File: src/rtl/hs_route_pkg.sv
// Shared codes for the hash-sampler router: mode codes, source codes,
// engine function select, sink select and sequencer phase.
package hs_route_pkg;
    localparam int DATA_W  = 64;
    localparam int LEN_W   = 16;
    localparam int NUM_SRC = 3;
    localparam int NUM_SNK = 3;
    localparam int SEL_W   = $clog2(NUM_SRC);
    localparam int BYTES   = DATA_W / 8;

    localparam logic [2:0] MODE_UNIFORM = 3'd0;
    localparam logic [2:0] MODE_NOISE   = 3'd1;
    localparam logic [2:0] MODE_H256    = 3'd2;
    localparam logic [2:0] MODE_H512    = 3'd3;
    localparam logic [2:0] MODE_XOF256  = 3'd4;

    typedef enum logic [1:0] {
        KC_SHAKE128 = 2'd0,
        KC_SHAKE256 = 2'd1,
        KC_SHA3_256 = 2'd2,
        KC_SHA3_512 = 2'd3
    } kc_cfg_e;

    typedef enum logic [1:0] {
        SNK_UNI   = 2'd0,
        SNK_NOISE = 2'd1,
        SNK_BYP   = 2'd2
    } snk_sel_e;

    typedef enum logic [1:0] {
        ST_IDLE    = 2'd0,
        ST_ABSORB  = 2'd1,
        ST_SQUEEZE = 2'd2
    } seq_st_e;
endpackage

File: src/rtl/hs_mode_decode.sv
// Mode decoder: turns a requested mode code into the engine function,
// the squeeze sink, the legality of the code and, for fixed-output
// hashes, the output length. Purely combinational.
module hs_mode_decode
    import hs_route_pkg::*;
#(
    parameter int LW = 16
) (
    input  logic [2:0]    mode_i,
    input  logic [LW-1:0] xof_len_i,
    output kc_cfg_e       cfg_o,
    output snk_sel_e      sink_o,
    output logic [LW-1:0] len_o,
    output logic          legal_o
);
    // Table lookup of function, sink and job length per mode.
    always_comb begin
        legal_o = 1'b1;
        cfg_o   = KC_SHAKE128;
        sink_o  = SNK_UNI;
        len_o   = xof_len_i;
        case (mode_i)
            MODE_UNIFORM: ;
            MODE_NOISE: begin
                cfg_o  = KC_SHAKE256;
                sink_o = SNK_NOISE;
            end
            MODE_H256: begin
                cfg_o  = KC_SHA3_256;
                sink_o = SNK_BYP;
                len_o  = LW'(32);
            end
            MODE_H512: begin
                cfg_o  = KC_SHA3_512;
                sink_o = SNK_BYP;
                len_o  = LW'(64);
            end
            MODE_XOF256: begin
                cfg_o  = KC_SHAKE256;
                sink_o = SNK_BYP;
            end
            default: legal_o = 1'b0;
        endcase
    end
endmodule

File: src/rtl/hs_src_mux.sv
// Absorb-side multiplexer: connects one of NSRC input streams to the
// engine input while active. Unselected sources see ready low.
// Assumes sel_i is held stable for the whole absorb phase.
module hs_src_mux #(
    parameter int DW   = 64,
    parameter int NSRC = 3,
    parameter int SW   = 2
) (
    input  logic                      active_i,
    input  logic [SW-1:0]             sel_i,
    input  logic [NSRC-1:0][DW-1:0]   data_i,
    input  logic [NSRC-1:0]           valid_i,
    input  logic [NSRC-1:0]           last_i,
    input  logic                      eng_ready_i,
    output logic [NSRC-1:0]           ready_o,
    output logic [DW-1:0]             data_o,
    output logic                      valid_o,
    output logic                      seg_end_o
);
    // Forward data, valid and segment end of the selected lane only.
    always_comb begin
        data_o    = '0;
        valid_o   = 1'b0;
        seg_end_o = 1'b0;
        for (int i = 0; i < NSRC; i++) begin
            if (active_i && sel_i == SW'(i)) begin
                data_o    = data_i[i];
                valid_o   = valid_i[i];
                seg_end_o = last_i[i];
            end
        end
    end

    // One ready lane per source, live only for the selected lane.
    for (genvar g = 0; g < NSRC; g++) begin : g_rdy
        assign ready_o[g] = active_i && (sel_i == SW'(g)) && eng_ready_i;
    end
endmodule

File: src/rtl/hs_sink_demux.sv
// Squeeze-side demultiplexer: presents the engine's output valid to the
// one selected sink and returns only that sink's ready to the engine.
module hs_sink_demux #(
    parameter int NSNK = 3
) (
    input  logic            active_i,
    input  logic [1:0]      sel_i,
    input  logic            out_valid_i,
    input  logic [NSNK-1:0] sink_ready_i,
    output logic [NSNK-1:0] sink_valid_o,
    output logic            out_ready_o
);
    // Per-sink valid, gated by phase and selection.
    for (genvar g = 0; g < NSNK; g++) begin : g_vld
        assign sink_valid_o[g] = active_i && (sel_i == 2'(g)) && out_valid_i;
    end

    // Return the selected sink's ready; others are ignored.
    always_comb begin
        out_ready_o = 1'b0;
        for (int i = 0; i < NSNK; i++) begin
            if (active_i && sel_i == 2'(i)) out_ready_o = sink_ready_i[i];
        end
    end
endmodule

File: src/rtl/hs_seq.sv
// Job sequencer: idle / absorb / squeeze phases, captured job
// settings, remaining-byte counter, keep mask and sticky done.
// Assumes the fire inputs are already qualified by their handshakes.
module hs_seq
    import hs_route_pkg::*;
#(
    parameter int LW = 16,
    parameter int NB = 8,
    parameter int SW = 2
) (
    input  logic          clk,
    input  logic          rst_n,
    input  logic          start_i,
    input  logic          start_ok_i,
    input  kc_cfg_e       cfg_i,
    input  snk_sel_e      sink_i,
    input  logic [SW-1:0] src_i,
    input  logic [LW-1:0] len_i,
    input  logic          seg_fire_i,
    input  logic          absorb_last_i,
    input  logic          out_fire_i,
    output seq_st_e       st_o,
    output kc_cfg_e       cfg_o,
    output snk_sel_e      sink_o,
    output logic [SW-1:0] src_o,
    output logic [NB-1:0] keep_o,
    output logic          last_o,
    output logic          done_o
);
    logic [LW-1:0] rem_q;

    // Valid lanes and final-beat flag from the remaining byte count.
    always_comb begin
        for (int b = 0; b < NB; b++) begin
            keep_o[b] = (st_o == ST_SQUEEZE) && (rem_q > LW'(b));
        end
        last_o = (st_o == ST_SQUEEZE) && (rem_q <= LW'(NB));
    end

    // Phase transitions, job capture, byte countdown and done latch.
    always_ff @(posedge clk) begin
        if (!rst_n) begin
            st_o   <= ST_IDLE;
            cfg_o  <= KC_SHAKE128;
            sink_o <= SNK_UNI;
            src_o  <= '0;
            rem_q  <= '0;
            done_o <= 1'b0;
        end else begin
            case (st_o)
                ST_IDLE: begin
                    if (start_i && start_ok_i) begin
                        st_o   <= ST_ABSORB;
                        cfg_o  <= cfg_i;
                        sink_o <= sink_i;
                        src_o  <= src_i;
                        rem_q  <= len_i;
                        done_o <= 1'b0;
                    end
                end
                ST_ABSORB: begin
                    if (seg_fire_i && absorb_last_i) begin
                        if (rem_q == '0) begin
                            st_o   <= ST_IDLE;
                            done_o <= 1'b1;
                        end else begin
                            st_o <= ST_SQUEEZE;
                        end
                    end
                end
                ST_SQUEEZE: begin
                    if (out_fire_i) begin
                        if (last_o) begin
                            st_o   <= ST_IDLE;
                            done_o <= 1'b1;
                        end else begin
                            rem_q <= rem_q - LW'(NB);
                        end
                    end
                end
                default: st_o <= ST_IDLE;
            endcase
        end
    end
endmodule

File: src/rtl/hs_router_seq.sv
// Top of the hash-sampler router: decodes the requested mode, sequences
// absorb and squeeze, muxes three input sources to the engine and
// demuxes engine output to the uniform, noise or bypass sink.
// Assumes the engine and sinks use valid/ready handshakes.
module hs_router_seq
    import hs_route_pkg::*;
(
    input  logic              clk,
    input  logic              rst_n,
    input  logic              start_i,
    input  logic [2:0]        mode_i,
    input  logic [SEL_W-1:0]  src_sel_i,
    input  logic [LEN_W-1:0]  xof_len_i,
    input  logic              absorb_last_i,
    input  logic [DATA_W-1:0] seed_data_i,
    input  logic              seed_valid_i,
    input  logic              seed_last_i,
    output logic              seed_ready_o,
    input  logic [DATA_W-1:0] poly_data_i,
    input  logic              poly_valid_i,
    input  logic              poly_last_i,
    output logic              poly_ready_o,
    input  logic [DATA_W-1:0] raw_data_i,
    input  logic              raw_valid_i,
    input  logic              raw_last_i,
    output logic              raw_ready_o,
    output logic [1:0]        eng_cfg_o,
    output logic [DATA_W-1:0] eng_in_data_o,
    output logic              eng_in_valid_o,
    output logic              eng_in_seg_end_o,
    output logic              eng_in_final_o,
    input  logic              eng_in_ready_i,
    input  logic [DATA_W-1:0] eng_out_data_i,
    input  logic              eng_out_valid_i,
    output logic              eng_out_ready_o,
    output logic [DATA_W-1:0] snk_data_o,
    output logic [BYTES-1:0]  snk_keep_o,
    output logic              snk_last_o,
    output logic              uni_valid_o,
    input  logic              uni_ready_i,
    output logic              noise_valid_o,
    input  logic              noise_ready_i,
    output logic              byp_valid_o,
    input  logic              byp_ready_i,
    output logic              done_o
);
    kc_cfg_e                         new_cfg, cur_cfg;
    snk_sel_e                        new_sink, cur_sink;
    seq_st_e                         st;
    logic [LEN_W-1:0]                new_len;
    logic                            mode_ok, src_ok;
    logic [SEL_W-1:0]                cur_src;
    logic [NUM_SRC-1:0][DATA_W-1:0]  src_data;
    logic [NUM_SRC-1:0]              src_valid, src_last, src_ready;
    logic [NUM_SNK-1:0]              snk_valid, snk_ready;

    // Gather sources and sinks into index-ordered lanes.
    assign src_data  = {raw_data_i, poly_data_i, seed_data_i};
    assign src_valid = {raw_valid_i, poly_valid_i, seed_valid_i};
    assign src_last  = {raw_last_i, poly_last_i, seed_last_i};
    assign {raw_ready_o, poly_ready_o, seed_ready_o} = src_ready;
    assign snk_ready = {byp_ready_i, noise_ready_i, uni_ready_i};
    assign {byp_valid_o, noise_valid_o, uni_valid_o} = snk_valid;
    assign src_ok    = src_sel_i < SEL_W'(NUM_SRC);
    assign eng_cfg_o = cur_cfg;
    assign snk_data_o     = eng_out_data_i;
    assign eng_in_final_o = eng_in_seg_end_o && absorb_last_i;

    hs_mode_decode #(.LW(LEN_W)) u_dec (
        .mode_i    (mode_i),
        .xof_len_i (xof_len_i),
        .cfg_o     (new_cfg),
        .sink_o    (new_sink),
        .len_o     (new_len),
        .legal_o   (mode_ok)
    );

    hs_seq #(.LW(LEN_W), .NB(BYTES), .SW(SEL_W)) u_seq (
        .clk           (clk),
        .rst_n         (rst_n),
        .start_i       (start_i),
        .start_ok_i    (mode_ok && src_ok),
        .cfg_i         (new_cfg),
        .sink_i        (new_sink),
        .src_i         (src_sel_i),
        .len_i         (new_len),
        .seg_fire_i    (eng_in_valid_o && eng_in_ready_i && eng_in_seg_end_o),
        .absorb_last_i (absorb_last_i),
        .out_fire_i    (eng_out_valid_i && eng_out_ready_o),
        .st_o          (st),
        .cfg_o         (cur_cfg),
        .sink_o        (cur_sink),
        .src_o         (cur_src),
        .keep_o        (snk_keep_o),
        .last_o        (snk_last_o),
        .done_o        (done_o)
    );

    hs_src_mux #(.DW(DATA_W), .NSRC(NUM_SRC), .SW(SEL_W)) u_mux (
        .active_i    (st == ST_ABSORB),
        .sel_i       (cur_src),
        .data_i      (src_data),
        .valid_i     (src_valid),
        .last_i      (src_last),
        .eng_ready_i (eng_in_ready_i),
        .ready_o     (src_ready),
        .data_o      (eng_in_data_o),
        .valid_o     (eng_in_valid_o),
        .seg_end_o   (eng_in_seg_end_o)
    );

    hs_sink_demux #(.NSNK(NUM_SNK)) u_demux (
        .active_i     (st == ST_SQUEEZE),
        .sel_i        (cur_sink),
        .out_valid_i  (eng_out_valid_i),
        .sink_ready_i (snk_ready),
        .sink_valid_o (snk_valid),
        .out_ready_o  (eng_out_ready_o)
    );
endmodule

File: config.mk
export PLATFORM = sky130hd
export DESIGN_NAME = hs_router_seq
export DESIGN_NICKNAME = d
export VERILOG_FILES = /design/src/rtl/hs_route_pkg.sv /design/src/rtl/hs_mode_decode.sv /design/src/rtl/hs_src_mux.sv /design/src/rtl/hs_sink_demux.sv /design/src/rtl/hs_seq.sv /design/src/rtl/hs_router_seq.sv
export SDC_FILE = /design/constraint.sdc
export NUM_CORES = 1
export LEC_CHECK = 0
export ABC_AREA = 1
export BUFFER_PORTS_ARGS = -buffer_cell sky130_fd_sc_hd__buf_4
export CAP_MARGIN = 10
export CORE_AREA = 2 2 173 175
export DETAILED_ROUTE_END_ITERATION = 16
export DIE_AREA = 0 0 175 177
export PLACE_DENSITY = 0.33
export SYNTH_ARGS = -nofsm -noshare
export SYNTH_HDL_FRONTEND = slang
export SYNTH_SLANG_ARGS = --single-unit
File: constraint.sdc
create_clock -name clk -period 1.9 [get_ports clk]
set_input_delay 0.285 -clock clk [delete_from_list [all_inputs] [get_ports clk]]
set_output_delay 0.285 -clock clk [all_outputs]
set_load 0.01 [all_outputs]
Yosys cells after proc, flatten, opt, wreduce, memory -nomap -nowiden
Index checks and enable logic that the tools add are counted.
Storage, ports and cells
  register bits: 25
  input port bits: 292
  output and inout port bits: 150
  logic and storage cells: 107
Cells by class
  add/subtract/negate cells: 1
  $lt $le $gt $ge: 10
  equal/unequal tests: 16
  mux-type cells: 32
  reductions and logical operators: 42
Operators with widths (number)
  $mux 64: 3
  $gt 16x3->1 const B: 4
  $pmux 16 s2: 2
  $mux 16: 3
  $gt 16x1->1 const B: 2
  $gt 16x2->1 const B: 2
  $logic_and 1x1->1: 28
  $le 16x4->1 const B: 1
  $logic_not 16->1: 1
  $sub 16x4->16 const B: 1
  $mux 1: 15
  $pmux 2 s3: 2
  $mux 2: 5
  $ne 2x2->1 const B: 5
  $reduce_and 4->1: 2
  $eq 2x1->1 const B: 3
  $eq 2x2->1 const B: 3
  $eq 3x2->1 const B: 2
  $logic_not 2->1: 3
  $reduce_and 6->1: 1
  $reduce_or 5->1: 1
  $pmux 2 s2: 1
  $eq 3x1->1 const B: 1
  $eq 3x3->1 const B: 1
  9 further kinds: 9

Depth between registers and ports, before layout
Gate-level depths: netlist of run 1.
  depth in word-level cells: 10
  mapped depth: 13
  mapped depth without buffers: 13

Hierarchy
A second synthesis of run 1 with hierarchy kept.
Unflattened totals
  cell total of the unflattened synthesis: 745
  area total of the unflattened synthesis: 4544.4 um^2
By module, submodules not included
  hs_src_mux: instances 1, cells each 332, area each 2048.2 um^2, seq. area each 0.0 um^2
  hs_seq: instances 1, cells each 276, area each 1669.1 um^2, seq. area each 500.5 um^2
  hs_router_seq: instances 1, cells each 77, area each 536.8 um^2, seq. area each 0.0 um^2
  hs_mode_decode: instances 1, cells each 46, area each 225.2 um^2, seq. area each 0.0 um^2
  hs_sink_demux: instances 1, cells each 14, area each 65.1 um^2, seq. area each 0.0 um^2

Worst setup path before layout of run 1
OpenSTA, ideal clock, no wires.
  kind: reg2out
  start: reg u_seq.st_o[1]
  end: out eng_in_data_o[0]
  data arrival time: 1632 ps
  required time: 1615 ps
  path slack: -17 ps
  cell stages (with the launch flop): 8
  path buffers: 1
  cell sequence: dfxtp_1 inv_1 ha_1 inv_2 nor3_2 clkbuf_1 a221oi_1 nor2_1
On the way
  cells in the longest elaborated chain, start to end: 5
  elaborated cells between the ends (all ways): 7
  those cells by class: eq/ne (1); mux (3); reduce/logical (3)
Ends and longest elaborated chain
  start: declaration: line hs_seq.sv:22  | output seq_st_e st_o,
  start signal: assignment: line hs_seq.sv:43  | st_o <= ST_IDLE;
  start signal: assignment: line hs_seq.sv:53  | st_o <= ST_ABSORB;
  start signal: assignment: line hs_seq.sv:64  | st_o <= ST_IDLE;
  $eq 2x1->1 *: line hs_router_seq.sv:100  | .active_i (st == ST_ABSORB),
  $logic_and 1x1->1: line hs_src_mux.sv:26  | if (active_i && sel_i == SW'(i)) begin
  $mux 64 (2 in series): line hs_src_mux.sv:26
  $mux 64 *: line hs_src_mux.sv:26
  end: declaration: line hs_router_seq.sv:28  | output logic [DATA_W-1:0] eng_in_data_o,
Mark *: on every way between the ends. The rest lies on a longest branch, timed or not.

Final worst setup path of run 1
  start: reg u_seq.st_o[1]
  end: out eng_in_data_o[38]
The elaborated chain is that of the path after synthesis.

==> results of run 1 <==
==> worst register-to-register path, stage by stage, from the launching register on <==
cell	delay (ns)
dfxtp_2	0.34
buf_4	0.10
buf_6	0.11
ha_4	0.17
inv_4	0.05
nor2_4	0.10
o21ai_2	0.07
nand2_2	0.07
nand3_2	0.08
nand2_4	0.10
inv_2	0.05
nor2_4	0.18
buf_12	0.15
nand2_1	0.04
o21ai_1	0.07
nor2_1	0.05
==> cells in the final DEF (no fill, tap or decap), types with 3 or more instances in the layout <==
master	count
buf_4	354
nor2_1	136
nand2_1	49
a221oi_2	38
nor2_4	27
inv_1	26
buf_6	25
a221oi_1	22
a21oi_1	21
o21ai_0	18
buf_12	17
nor2_2	15
dfxtp_1	14
nand2_2	9
nand3_1	9
inv_2	8
clkbuf_16	8
dfxtp_2	8
nor3_1	7
nand2_4	6
o21ai_1	6
buf_16	6
a221oi_4	5
nand3_2	5
xor2_1	5
buf_8	5
diode_2	4
nand4_1	4
a21oi_2	4
ha_1	4
o21ai_2	3
xnor2_1	3
dfxtp_4	3
==> timing repair <==
item / in CTS / in global routing
pin swaps: 10 / 31
setup buffers: 15 / 18
endpoints found under the hold margin: 0 / 0
cloned: 5 / 5
resized for setup: 119 / 108
endpoints found under the setup margin: 79 / 85
==> logic make-up after synthesis <==
kind of cell	count (synthesis)
AOI/OAI and AO/OA	125
xor gates and xnor gates	8
adders and majority gates	7
buffers and inverters	135
DFF	25
and+or+nand+nor	278
==> sequential cells by signal (all words and copies together), names as in the netlist <==
name / cells
u_seq.st_o: 2
u_seq.done_o: 1
u_seq.rem_q: 16
u_seq.src_o: 2
u_seq.sink_o: 2
u_seq.cfg_o: 2
==> per-stage QoR <==
| stage | TNS [ns] | cell area (µm²) | power [W] | worst slack [ns] | cells |
|---|---|---|---|---|---|
| final | -13.10 | 7850 | 0.00718 | -0.261 | 1290 |
| after detailed placement | -1.32 | 6280 | 0.00529 | -0.158 | 1243 |
| after global routing | -20.40 | 7850 | 0.00772 | -0.348 | 1290 |
| after floorplan | -0.0407 | 3470 | 0.00315 | -0.00102 | 578 |
| after CTS | -10.72 | 7080 | 0.00649 | -0.248 | 1267 |
| after global placement | -0.489 | 6280 | 0.00532 | -0.119 | 1243 |
==> final cells by class <==
cell class / count / area [µm²]
Sequential cell: 25 / 522
Fill cell: 3252 / 21400
Tap cell: 390 / 488
Multi-Input combinational cell: 418 / 2940
Inverter: 37 / 160
Clock inverter: 1 / 5.00
Clock buffer: 3 / 75.1
Antenna cell: 4 / 10.0
Timing Repair Buffer: 412 / 3640
==> worst paths after layout <==
check                                                    to  slack (ns)  depth (start not counted)
worst max register to register  u_seq.rem_q[6]$_SDFFE_PN0P_        0.05                         15
worst min-delay path            u_seq.rem_q[1]$_SDFFE_PN0P_        0.25                          3
worst max-delay path                      eng_in_data_o[38]       -0.26                         10
worst min register to register  u_seq.cfg_o[0]$_SDFFE_PN0P_        0.45                          2
==> per-layer routing <==
metal / part of all wire [%] / track usage (%) / wire length [µm]
met4: 0.58 / 2.50 / 156
met1: 39 / 18.1 / 10300
met5: 0.049 / 0 / 13
met2: 53 / 28.6 / 14000
met3: 8.1 / 4.85 / 2170
==> power breakdown <==
group          internal [W]  switching, W  total [W]
Combinational       0.00293       0.00285    0.00579
Sequential         0.000701      0.000186   0.000887
Clock              0.000285      0.000217   0.000502
==> results.yml, run 1 <==
drt:
  viasPerCell: 4.20
  num_vias: 5415
  first_pass_iters: 4
  drcViolationCount: 0
  drt-initial-drc-count: 257
  drt-total-wl_um: 26700
  antenna_left: 0
  wl_per_cell_um: 20.7
sta:
  min_period_ns: 2.16
  layout_setup_ws_ns: -0.261
  skew_ns: 0.00336
  hold_violations: 0
  fin_crit_sh_pct: 114
  worst_pin_slew_ns: 0.384
  max_freq_mhz: 463
  finalMaxSlewViolations: 0
  relSlewSlack_pct: 74.3
  setup_violations: 70
  holdWs_ns: 0.254
  rsz0062_at_grt: "yes"
clock_tree:
  numCtsBuffers: 3
  cts.htree.levels: 1
  cts_sinks: 25
  cts_tree: "built"
  clock_latency_ns: 0.26
  clk_path_buf_depth: 2
  cts_hold_buf: 0
  clk_pin_slew_ns: 0.07
  cts-root-buf: "clkbuf_16"
setup_path:
  critical-path-max-stage-delay_ns: 0.33
  path_max_fanout: 8
  critPathLaunchType: "register"
  critPathRequiredTime_ns: 1.62
  cp_top_family: "buffers and inverters"
  end_kind: "output port"
  cp.arrival_ns: 1.88
  critical_path_class: "register to output port"
  crit_chain: "inv_2 > ha_4 > inv_4 > nor3_4 > buf_12 > buf_6 > buf_12 > a221oi_1 > nor2_1 > buf_4"
  reg2reg_from: "u_seq.st_o[1]$_SDFFE_PN0P_"
  cp_slowest_cell: "dfxtp_2"
  crit_path_frequent_cell: "buf_12"
  critPathLaunch: "u_seq.st_o[1]$_SDFFE_PN0P_"
  critPathBufInv: 6
power_and_ir_drop:
  powerDensity_nw_per_um2: 914
  p_leak_nw: 3.70
  ir_drop_uv: 461
synthesis:
  synth_fa_ha_area_share_pct: 2.54
  synth_warnings: 0
  synth.area.top_cells: "nor2_1 19%, a221oi_1 16%, dfxtp_1 15%"
  synth.most_common_cell: "nor2_1"
  synth-compound-area-share_pct: 25.8
  synth_top_family_by_area: "simple AND/OR/NAND/NOR gates"
  synthMuxAreaShare_pct: 0
  synth_commonest_cells: "173 x nor2_1, 65 x a221oi_1, 65 x buf_4"
  synth_nets: 877
  avgSynthCellArea_um2: 5.97
  syn_area_um2: 3450
  ys_ff_latch: 25
  synth_edf_count: 0
  synth_area_leader_cell: "nor2_1"
  synthXorXnorAreaFrac_pct: 2.03
  ys.flop_type: "dfxtp_1"
  ys_seq_area_share_pct: 14.5
  syn_inst: 578
  yosys.area_share.simple_pct: 33.0
  ys_types: 35
  netlist.area_leader.share_pct: 18.8
  async_flop_share_pct: 0
min_path:
  hp-start: "xof_len_i[1]"
  hold_path_class: "primary input to register"
global_route:
  grt.overflow.total: 0
  grt_max_degree: 34
  grt_usage_pct: 15.6
  grt_pass1_vias: 5418
  antenna_found_initial: 5
  grt_first_pass_wirelength_um: 35900
flow_run:
  maxCapViolations: 0
place:
  dp_hpwl_um: 21000
  gp_congestion: 0.865
  portBuffers: 313
die:
  die_y_um: 177
  die_area_um2: 31000
  ios: 442
  start_util_pct: 11.8
  fp-row-count: 63
  core_um2: 29200
  die_w_um: 175
cells_and_area:
  area_growth_pct: 127
  nets: 1196
  final_util_pct: 26.8
  drive_gt1_share_pct: 62.9
outcome:
  failed_checks: "setup timing"
  outcome: "finished, violations left"
Note: power is estimated with default switching activity, not from simulation.
==> inputs of run 2 (changes only) <==
--- a/config.mk
+++ b/config.mk
@@ -8,10 +8,12 @@
 export ABC_AREA = 1
 export BUFFER_PORTS_ARGS = -buffer_cell sky130_fd_sc_hd__buf_4
 export CAP_MARGIN = 10
-export CORE_AREA = 2 2 173 175
+export CELL_PAD_IN_SITES_DETAIL_PLACEMENT = 2
+export CELL_PAD_IN_SITES_GLOBAL_PLACEMENT = 2
+export CORE_AREA = 2 2 171 173
 export DETAILED_ROUTE_END_ITERATION = 16
-export DIE_AREA = 0 0 175 177
-export PLACE_DENSITY = 0.33
+export DIE_AREA = 0 0 173 175
+export PLACE_DENSITY = 0.73
 export SYNTH_ARGS = -nofsm -noshare
 export SYNTH_HDL_FRONTEND = slang
 export SYNTH_SLANG_ARGS = --single-unit
==> run 2 against run 1 <==
  * The run still ends with setup timing left
  * Hold slack got worse by 0.0047 ns
  * First-iteration DRC count is 11% lower
  * Register-to-register slack lost 0.10 ns
  * Wire length is 10% higher
  * Critical path depth unchanged
  * Flip-flop and latch count unchanged
  * Setup slack worse by 0.069 ns
  * Non-clock buffer count is 14 lower
  * Total power increased by 3.1%
  * Sequential power fell by 0.8%
  * Die area down 2.3%
==> results.yml, run 2 (synthesized netlist as in run 1, its figures left out) <==
clock_tree:
  clk_pin_slew_ns: 0.08
  cts_hold_buf: 0
  clock_latency_ns: 0.27
  cts.htree.levels: 1
  cts_tree: "built"
  numCtsBuffers: 3
  clk_path_buf_depth: 2
  cts_sinks: 25
  cts-root-buf: "clkbuf_16"
drt:
  num_vias: 5535
  first_pass_iters: 4
  drt-initial-drc-count: 230
  drt-total-wl_um: 29400
  viasPerCell: 4.35
  antenna_left: 0
  wl_per_cell_um: 23.1
  drcViolationCount: 0
setup_path:
  cp_top_family: "buffers and inverters"
  critical-path-max-stage-delay_ns: 0.34
  cp_slowest_cell: "dfxtp_2"
  critPathRequiredTime_ns: 1.62
  critPathBufInv: 6
  cp.arrival_ns: 1.95
  critical_path_class: "register to output port"
  crit_chain: "inv_2 > ha_4 > inv_4 > buf_6 > nor2_4 > buf_12 > clkbuf_16 > a221oi_1 > nor2_1 > buf_4"
  end_kind: "output port"
  critPathLaunchType: "register"
  path_max_fanout: 11
sta:
  min_period_ns: 2.23
  max_freq_mhz: 448
  rsz0062_at_grt: "yes"
  finalMaxSlewViolations: 0
  skew_ns: 0.00333
  relSlewSlack_pct: 74.1
  fin_crit_sh_pct: 117
  worst_pin_slew_ns: 0.388
  hold_violations: 0
  setup_violations: 69
  layout_setup_ws_ns: -0.331
die:
  die_y_um: 175
  core_um2: 28400
  die_area_um2: 30300
  fp-row-count: 62
  ios: 442
  die_w_um: 173
  start_util_pct: 12.2
cells_and_area:
  fin_area_um2: 7650
  area_growth_pct: 122
  top_register: "u_seq.rem_q"
  layout_commonest_cell: "buf_4"
  final_cell_mix: "353 x buf_4, 154 x nor2_1, 51 x nand2_1"
  largest_register_ffs: 16
  final_util_pct: 27.0
  drive_gt1_share_pct: 60.4
  fill_cells: 3328
  nets: 1182
global_route:
  grt_pass1_vias: 5883
  antenna_found_initial: 6
  grt_first_pass_wirelength_um: 38800
  grt.overflow.total: 0
  grt_usage_pct: 17.0
  grt_max_degree: 46
place:
  portBuffers: 313
  gp_congestion: 0.886
  dp_slack_ns: -0.0484
  dp_hpwl_um: 22100
  placed_cell_area_um2: 6080
power_and_ir_drop:
  powerDensity_nw_per_um2: 966
  p_leak_nw: 3.63
  finalPower_w: 0.00740
  ir_drop_uv: 493
min_path:
  hold_path_class: "primary input to register"
flow_run:
  maxCapViolations: 0
outcome:
  failed_checks: "setup timing"
  outcome: "finished, violations left"
run 2: cell count changes in the layout (fill, tap and decap cells not counted), moves of 4 or more:
cell,change
a221oi_4,+6
nor2_4,-14
a221oi_2,+8
buf_12,-7
a221oi_1,-14
nor2_1,+18
buf_8,-4
buf_6,-6
nor2_2,-4
run 2: power breakdown:
| part | leakage [nW] | total, W | switching, W | internal [W] |
|---|---|---|---|---|
| registers | 0.210 | 0.000880 | 0.000184 | 0.000696 |
| logic | 3.38 | 0.00600 | 0.00303 | 0.00297 |
| clock network | 0.0382 | 0.000521 | 0.000232 | 0.000289 |
run 2: final timing paths:
path	start	to	slack (ns)	cells past startpoint
hold / removal	xof_len_i[1]	u_seq.rem_q[1]$_SDFFE_PN0P_	0.25	3
hold reg to reg	u_seq.cfg_o[0]$_SDFFE_PN0P_	u_seq.cfg_o[0]$_SDFFE_PN0P_	0.46	2
setup / recovery	u_seq.st_o[1]$_SDFFE_PN0P_	eng_in_data_o[38]	-0.33	10
setup reg to reg	u_seq.st_o[1]$_SDFFE_PN0P_	u_seq.st_o[0]$_SDFFE_PN0P_	-0.05	14
run 2: per-stage QoR:
step / TNS, ns / instances / hold slack (ns)
after global placement: 0 / 1218 / 0.440
after detailed placement: -0.179 / 1218 / 0.462
after CTS: -14.30 / 1243 / 0.245
final: -15.95 / 1271 / 0.250
after floorplan: -0.0407 / 578 / 0.423
after global routing: -21.96 / 1270 / 0.275
run 2: final cells by class:
class	count	area, µm²	area share, %
diodes	5	12.5	0.163
clock buffers	4	78.8	1.03
inverters	37	149	1.95
multi-input cells	418	2940	38.5
flip-flops and latches	25	518	6.77
well taps	384	480	6.28
repair buffers	398	3470	45.4
run 2: repair_timing:
| action | CTS | global route |
|---|---|---|
| setup endpoints to repair | 82 | 93 |
| endpoints found under the hold margin | 0 | 0 |
| pin swaps | 9 | 67 |
| resized for setup | 55 | 131 |
| cloned | 4 | 10 |
| setup buffers | 17 | 14 |
run 2: tightest hold or removal path, cell delays in order:
cell     delay (ns)
buf_4          0.08
a21oi_1        0.05
nor2_1         0.07
run 2: layer usage:
layer	GRT usage, %	vias up	part of all wire (%)
li1	-	2530	-
met3	5.94	39	8.2
met1	18.5	2667	36
met4	3.88	2	2.3
met2	31.6	297	53
met5	0.321	-	0.044
